### config.mk
export PLATFORM = sky130hd
export DESIGN_NAME = tach_meter
export DESIGN_NICKNAME = d
export VERILOG_FILES = /design/src/rtl/tach_meter_pkg.sv /design/src/rtl/tach_edge_sync.sv /design/src/rtl/tach_tick_gen.sv /design/src/rtl/tach_meas_core.sv /design/src/rtl/tach_meter.sv
export SDC_FILE = /design/constraint.sdc
export NUM_CORES = 1
export LEC_CHECK = 0
export ABC_CLOCK_PERIOD_IN_PS = 6800
export BUFFER_PORTS_ARGS = -buffer_cell sky130_fd_sc_hd__buf_2
export CORE_MARGIN = 3
export CORE_UTILIZATION = 60
export DETAILED_ROUTE_END_ITERATION = 8
export PLACE_DENSITY = 0.93
export SLEW_MARGIN = 20
export SYNTH_ARGS = -nofsm -noshare
export SYNTH_HDL_FRONTEND = slang
export SYNTH_SLANG_ARGS = --single-unit
### constraint.sdc
create_clock -name clk_i -period 6.8 [get_ports clk_i]
set_clock_uncertainty 0.05 [all_clocks]
set_input_delay 1.36 -clock clk_i [delete_from_list [all_inputs] [get_ports clk_i]]
set_output_delay 1.36 -clock clk_i [all_outputs]
set_load 0.05 [all_outputs]
### src/rtl/tach_meter_pkg.sv
package tach_meter_pkg;

  typedef enum logic [1:0] {
    MS_IDLE,
    MS_ARM,
    MS_RUN,
    MS_DONE
  } meas_state_e;

  // Reference clocks per sampling tick for a prescale code.
  function automatic int unsigned tick_divisor(input int unsigned code);
    return 32'd4 << (2 * code);
  endfunction

  // Window length in ticks; a zero setting selects the largest window.
  function automatic int unsigned window_ticks(input int unsigned unit,
                                               input int unsigned unit_w);
    return (unit == 0) ? (32'd1 << unit_w) : unit;
  endfunction

  // A finished measurement never reports zero.
  function automatic int unsigned clamp_nonzero(input int unsigned ticks);
    return (ticks == 0) ? 32'd1 : ticks;
  endfunction

endpackage

### src/rtl/tach_edge_sync.sv
module tach_edge_sync (
  input  logic clk_i,
  input  logic rst_ni,
  input  logic tach_i,
  output logic rise_o
);
  logic meta_q, sync_q, prev_q;

  always_ff @(posedge clk_i) begin
    if (!rst_ni) begin
      meta_q <= 1'b0;
      sync_q <= 1'b0;
      prev_q <= 1'b0;
    end else begin
      meta_q <= tach_i;
      sync_q <= meta_q;
      prev_q <= sync_q;
    end
  end

  assign rise_o = sync_q & ~prev_q;


  single_edge_chk: assert property (@(posedge clk_i) disable iff (!rst_ni)
    rise_o |=> !rise_o);

endmodule

### src/rtl/tach_tick_gen.sv
module tach_tick_gen #(
  parameter int DIV_CODE_W = 2
) (
  input  logic                  clk_i,
  input  logic                  rst_ni,
  input  logic                  restart_i,
  input  logic [DIV_CODE_W-1:0] div_code_i,
  output logic                  tick_o
);
  import tach_meter_pkg::*;

  localparam int unsigned MAX_DIV = 32'd4 << (2 * ((1 << DIV_CODE_W) - 1));
  localparam int PRE_W = $clog2(MAX_DIV);

  logic [PRE_W-1:0] pcnt_q;
  logic             at_end;

  assign at_end = (32'(pcnt_q) >= (tick_divisor(32'(div_code_i)) - 32'd1));

  always_ff @(posedge clk_i) begin
    if (!rst_ni) begin
      pcnt_q <= '0;
    end else if (restart_i || at_end) begin
      pcnt_q <= '0;
    end else begin
      pcnt_q <= pcnt_q + 1'b1;
    end
  end

  assign tick_o = at_end & ~restart_i;


  tick_spacing_chk: assert property (@(posedge clk_i) disable iff (!rst_ni)
    tick_o |=> !tick_o);


  restart_phase_chk: assert property (@(posedge clk_i) disable iff (!rst_ni)
    restart_i |=> !tick_o);

endmodule

### src/rtl/tach_meas_core.sv
module tach_meas_core #(
  parameter int CNT_W  = 20,
  parameter int UNIT_W = 16
) (
  input  logic              clk_i,
  input  logic              rst_ni,
  input  logic              trig_rise_i,
  input  logic              tick_i,
  input  logic              tach_rise_i,
  input  logic [UNIT_W-1:0] unit_i,
  output logic              done_o,
  output logic [CNT_W-1:0]  count_o
);
  import tach_meter_pkg::*;

  localparam logic [CNT_W-1:0] CNT_MAX = '1;

  meas_state_e       state_q;
  logic [CNT_W-1:0]  ticks_q;
  logic [UNIT_W:0]   win_q;
  logic              done_q;
  logic [CNT_W-1:0]  count_q;
  logic              win_hit;
  logic              active;

  assign active  = (state_q == MS_ARM) || (state_q == MS_RUN);
  assign win_hit = tick_i &&
                   ((32'(win_q) + 32'd1) >= window_ticks(32'(unit_i), UNIT_W));

  always_ff @(posedge clk_i) begin
    if (!rst_ni) begin
      state_q <= MS_IDLE;
      ticks_q <= '0;
      win_q   <= '0;
      done_q  <= 1'b0;
      count_q <= '0;
    end else if (trig_rise_i) begin
      state_q <= MS_ARM;
      ticks_q <= '0;
      win_q   <= '0;
      done_q  <= 1'b0;
      count_q <= '0;
    end else if (active) begin
      if (state_q == MS_RUN && tach_rise_i) begin
        done_q  <= 1'b1;
        count_q <= CNT_W'(clamp_nonzero(32'(ticks_q)));
        state_q <= MS_DONE;
      end else if (state_q == MS_ARM && tach_rise_i) begin
        state_q <= MS_RUN;
        ticks_q <= '0;
        if (tick_i) win_q <= win_q + 1'b1;
      end else if (win_hit) begin
        done_q  <= 1'b1;
        count_q <= CNT_MAX;
        state_q <= MS_DONE;
      end else if (tick_i) begin
        win_q <= win_q + 1'b1;
        if (state_q == MS_RUN && ticks_q != CNT_MAX) ticks_q <= ticks_q + 1'b1;
      end
    end
  end

  assign done_o  = done_q;
  assign count_o = count_q;


  restart_clear_chk: assert property (@(posedge clk_i) disable iff (!rst_ni)
    trig_rise_i |=> (!done_o && count_o == '0));


  nonzero_done_chk: assert property (@(posedge clk_i) disable iff (!rst_ni)
    done_o |-> (count_o != '0));


  hold_result_chk: assert property (@(posedge clk_i) disable iff (!rst_ni)
    (done_o && !trig_rise_i) |=> (done_o && $stable(count_o)));


  idle_quiet_chk: assert property (@(posedge clk_i) disable iff (!rst_ni)
    (state_q == MS_IDLE) |-> !done_o);

endmodule

### src/rtl/tach_meter.sv
module tach_meter #(
  parameter int DIV_CODE_W = 2,
  parameter int UNIT_W     = 16,
  parameter int CNT_W      = 20,
  parameter int RES_W      = 32
) (
  input  logic                  clk_i,
  input  logic                  rst_ni,
  input  logic                  tach_i,
  input  logic                  trig_i,
  input  logic [DIV_CODE_W-1:0] div_code_i,
  input  logic [UNIT_W-1:0]     unit_i,
  output logic [RES_W-1:0]      result_o
);
  localparam int PAD_W = RES_W - 1 - CNT_W;

  logic             trig_q;
  logic             trig_rise;
  logic             tick;
  logic             tach_rise;
  logic             done;
  logic [CNT_W-1:0] count;

  always_ff @(posedge clk_i) begin
    if (!rst_ni) trig_q <= 1'b0;
    else         trig_q <= trig_i;
  end

  assign trig_rise = trig_i & ~trig_q;

  tach_edge_sync u_sync (
    .clk_i  (clk_i),
    .rst_ni (rst_ni),
    .tach_i (tach_i),
    .rise_o (tach_rise)
  );

  tach_tick_gen #(.DIV_CODE_W(DIV_CODE_W)) u_tick (
    .clk_i      (clk_i),
    .rst_ni     (rst_ni),
    .restart_i  (trig_rise),
    .div_code_i (div_code_i),
    .tick_o     (tick)
  );

  tach_meas_core #(.CNT_W(CNT_W), .UNIT_W(UNIT_W)) u_core (
    .clk_i       (clk_i),
    .rst_ni      (rst_ni),
    .trig_rise_i (trig_rise),
    .tick_i      (tick),
    .tach_rise_i (tach_rise),
    .unit_i      (unit_i),
    .done_o      (done),
    .count_o     (count)
  );

  assign result_o = {done, {PAD_W{1'b0}}, count};


  held_trigger_chk: assert property (@(posedge clk_i) disable iff (!rst_ni)
    (trig_q && trig_i) |-> !trig_rise);

endmodule

==> reports/results.md <==
| Group | Metric | This run |
|---|---|---|
| clock tree | Post-cts resize count | 0 |
| pwr | Total power divided by cell area | 184 mW/mm^2 |
| sta | Minimum clock period after layout | 5.06 ns |
| sta | Final setup slack of the worst path | 1.74 ns |
| clock tree | Clock-pin slew on the worst setup and hold paths | 0.08 ns |
| sta | Fmax | 198 MHz |
| clock tree | Clock network latency to the later pin of the worst-skew pair | 0.36 ns |
| drt | Total via count in the routed design | 4,210 |
| yosys | Synth Flop Type | dfxtp_1 |
| sta | Worst-Margin Slew | 1.01 ns |
| placed design | Routability-driven placement congestion ratio | 0.905 |
| placed design | Worst setup slack before clock tree synthesis | 1.90 ns |
| floorplanning | I/O pin count | 54 |
| clock tree | Clock net sink count | 72 |
| setup path | Critical-path cell with the highest stage delay | or4_1 |
| grt | Via count of the first global-routing pass | 4,083 |
| sta | Relative max-transition margin | 32.3% |
| yosys | Number of flops mapped to enable cells by yosys | 0 |
| drt | Post-route ant nets | 0 |
| cells and area | Number of inserted diodes | 0 |
| pwr | Proportion of power drawn by flip-flops and latches | 47.1% |
| yosys | Gate Count Post-Synth | 547 |
| placed design | Hpwl dp | 7430 um |
| floorplanning | Row cnt | 30 |
| floorplanning | Area of the die | 0.00853 sq mm |
| clock tree | Clock buffers created by TritonCTS | 9 |
| clock tree | Buffer cell driving the clock tree root | clkbuf_8 |
| sta | Final Hold Viols | 0 |
| pwr | Clock network power share | 46.3% |
| clock tree | Setup bufs post-CTS | 0 |
| sta | Setup TNS | 0 ns |
| drt | Uppermost layer routed | met4 |
| clock tree | CTS tree | built |
| pwr | Power dissipated by switching net loads | 0.216 mW |
| run | MaxCap Viol Count | 0 |
| drt | Routed length on met1 | 4520 um |
| pwr | Internal Dissipation | 0.687 mW |
| setup path | Critical path class | register to register |
| setup path | Cells along the critical path | ha_1, nand3_1, nor4_2, nand3_1, nor2_1, xor2_1, ha_1, and4_1, a311o_1, o31ai_4, nand4_1, or4_1, o31ai_1 |
| setup path | Required time of the critical path | 7.04 ns |
| drt | DRC violations left | 0 |
| sta | Final setup viols | 0 |
| drt | Met2 Wirelength | 5130 um |
| cells and area | Nets | 624 |
| drt | Routed length on met3 | 753 um |
| cells and area | Fraction of final layout cells sized beyond drive strength 1 | 14.0% |
| drt | 1st-pass router iterations | 7 |
| placed design | Buffers on Ports | 42 |
| run status | Result of the run | finished, final reports clean |
| setup path | CP max stage delay | 0.65 ns |
| floorplanning | DIE WIDTH | 92.4 um |
| yosys | Mean instance size in the synthesized netlist | 8.18 sq um |
| sta | Number of pins with negative max-slew slack in the final report | 0 |
| grt | Initial antenna violation count | 0 |
| clock tree | Largest buffer count on any clock path | 2 |
| drt | Average wire per cell in the routed design | 15.9 um |
| cells and area | Area growth from synthesis to final layout | 9.48% |
| drt | Vias per cell | 6.26 |
| yosys | Top cells by area in the synthesized netlist | dfxtp_1, ha_1, nor2_1 |
| pwr | Largest voltage drop on the vdd net | 139 uV |
| clock tree | # hold bufs at CTS | 0 |
| grt | Largest net degree at the start of global routing | 43 |
| grt | First-pass GRT wire length | 17,900 um |
| grt | GRT Total Usage | 25.4% |
| yosys | Fraction of synthesis flops using an asynchronous set or reset pin | 0% |
| grt | Global-route congestion overflow total | 0 |
| pwr | P_leak | 2.10 nW |
| drt | Initial DRC count | 380 |
| setup path | Data arrival time of the critical path | 5.29 ns |
| hold path | Worst hold path type | register to register |
| setup path | Startpoint kind of the worst setup timing path | register |
| yosys | Summed instance area of the synthesized netlist | 0.00447 sq mm |
| floorplanning | Core area | 0.00702 sq mm |
| floorplanning | Initial Util | 63.7% |
| drt | Overall routed net length | 10,700 um |
| sta | Unrepaired setup endpoints after global routing | false |
| yosys | Seq cells post-synth | 72 |
| yosys | Top cell type's share of synthesized area | 32.2% |
| yosys | Register area share after synthesis | 32.2% |
| yosys | Distinct cell type count after synthesis | 63 |
| setup path | CP max FO | 13 |
| pwr | Switching portion of total power | 23.9% |
| sta | Post-route clock period utilization | 74.3% |
| yosys | Cell accounting for the most synthesized area | dfxtp_1 |
| setup path | Critical path endpoint category | register |
| yosys | Syn. warnings | 0 |
| pwr | Combinational cell fraction of total power | 6.6% |
| clock tree | CTS H-tree lvls | 3 |
| floorplanning | Chip Height | 92.4 um |
==> state kept, by name (all words and copies together) (netlist names) <==
name	cells
u_core.ticks_q	20
trig_q	1
u_tick.pcnt_q	8
u_core.count_o	20
u_core.state_q	2
u_core.win_q	17
u_core.done_o	1
u_sync.sync_q	1
u_sync.meta_q	1
u_sync.prev_q	1
==> power by group through the flow <==
stage	logic, mW	registers [mW]	clock network (mW)
2_1_floorplan	0.0474	0.435	0
3_3_place_gp	0.0564	0.435	0
3_5_place_dp	0.0587	0.435	0
4_1_cts	0.0591	0.425	0.420
5_1_grt	0.0663	0.425	0.435
6_report	0.0598	0.425	0.418
==> placed cells by master (no fill, tap or decap), types with 8 or more instances in the layout <==
cell	instances
dfxtp_1	72
nor2_1	67
nand2_1	48
buf_2	42
ha_1	30
inv_1	29
a211oi_1	29
a21oi_1	21
nand3_1	17
xor2_1	12
a31oi_1	11
o31ai_1	11
conb_1	11
or3_1	10
and3_1	9
xnor2_1	9
nor4_1	9
clkbuf_8	9
o21ai_1	8
or4_1	8
==> critical path: cells and delay by family, from the launching register on <==
kind | cells | cell delay [ns]
adders and majority gates | 2 | 0.57
DFF | 1 | 0.45
xor gates and xnor gates | 1 | 0.19
AOI/OAI and AO/OA | 3 | 1.02
and+or+nand+nor | 7 | 2.70
==> metal layers <==
| metal | track usage [%] | vias up |
|---|---|---|
| met5 | 0 | - |
| met4 | 13.5 | 0 |
| met3 | 4.06 | 40 |
| met2 | 43.6 | 204 |
| met1 | 30.3 | 1945 |
| li1 | - | 2021 |
==> stage by stage <==
step / area [sq um] / hold WS [ns] / std cells / util (%) / total power, mW
finish: 4900 / 0.387 / 673 / 69.8 / 0.903
global route: 4900 / 0.415 / 673 / 69.8 / 0.927
CTS: 4900 / 0.388 / 673 / 69.8 / 0.904
detailed placement: 4650 / 0.371 / 657 / 66.3 / 0.494
global placement: 4640 / 0.367 / 656 / 66.1 / 0.491
floorplan: 4510 / 0.362 / 557 / - / 0.482
==> worst paths after layout <==
kind,from,to,cells after the start,slack [ns]
setup / recovery,u_core.win_q[0],u_core.ticks_q[16],13,1.74
hold / removal,u_sync.meta_q,u_sync.sync_q,1,0.39
setup reg to reg,u_core.win_q[0],u_core.ticks_q[16],13,1.74
hold reg to reg,u_sync.meta_q,u_sync.sync_q,1,0.39
==> final cells by class <==
| class | instances | area, sq um |
|---|---|---|
| Sequential cell | 72 | 1440 |
| Inverter | 29 | 109 |
| Clock inverter | 6 | 115 |
| Multi-Input combinational cell | 414 | 2740 |
| Clock buffer | 10 | 128 |
| Tap cell | 96 | 120 |
| Fill cell | 560 | 2120 |
| Timing Repair Buffer | 46 | 248 |
==> cells by family (layout without fill, tap and decap cells) <==
| family | Yosys count | count (layout) | share of synthesized area [%] |
|---|---|---|---|
| other | 1 | 11 | 0.0838 |
| muxes | 1 | 1 | 0.224 |
| DFF | 72 | 72 | 32.2 |
| buffers and inverters | 71 | 91 | 7.66 |
| AOI/OAI and AO/OA | 128 | 128 | 21.4 |
| adders and majority gates | 30 | 30 | 8.39 |
| and+or+nand+nor | 223 | 223 | 25.9 |
| xor gates and xnor gates | 21 | 21 | 4.11 |
==> synthesized netlist by cell type (all sizes together) (2+ instances only) <==
cell type / n
a211oi: 30
nand3b: 2
or2: 5
o31ai: 12
a21oi: 21
a31o: 3
o311ai: 2
a41oi: 3
a31oi: 11
clkbuf: 19
xnor2: 9
a211o: 3
a21boi: 2
and4: 6
o211ai: 5
inv: 29
nand2: 49
or4: 8
o32ai: 3
nand4b: 3
xor2: 12
or3: 10
ha: 30
nor4: 13
o21ai: 14
nand2b: 6
and2: 6
o22ai: 3
nand3: 17
and3: 10
buf: 23
a41o: 6
nor2: 68
a21o: 2
nor2b: 3
nand4: 8
dfxtp: 72
nor3: 7
a221oi: 2
(Power assumes the default switching activity.)
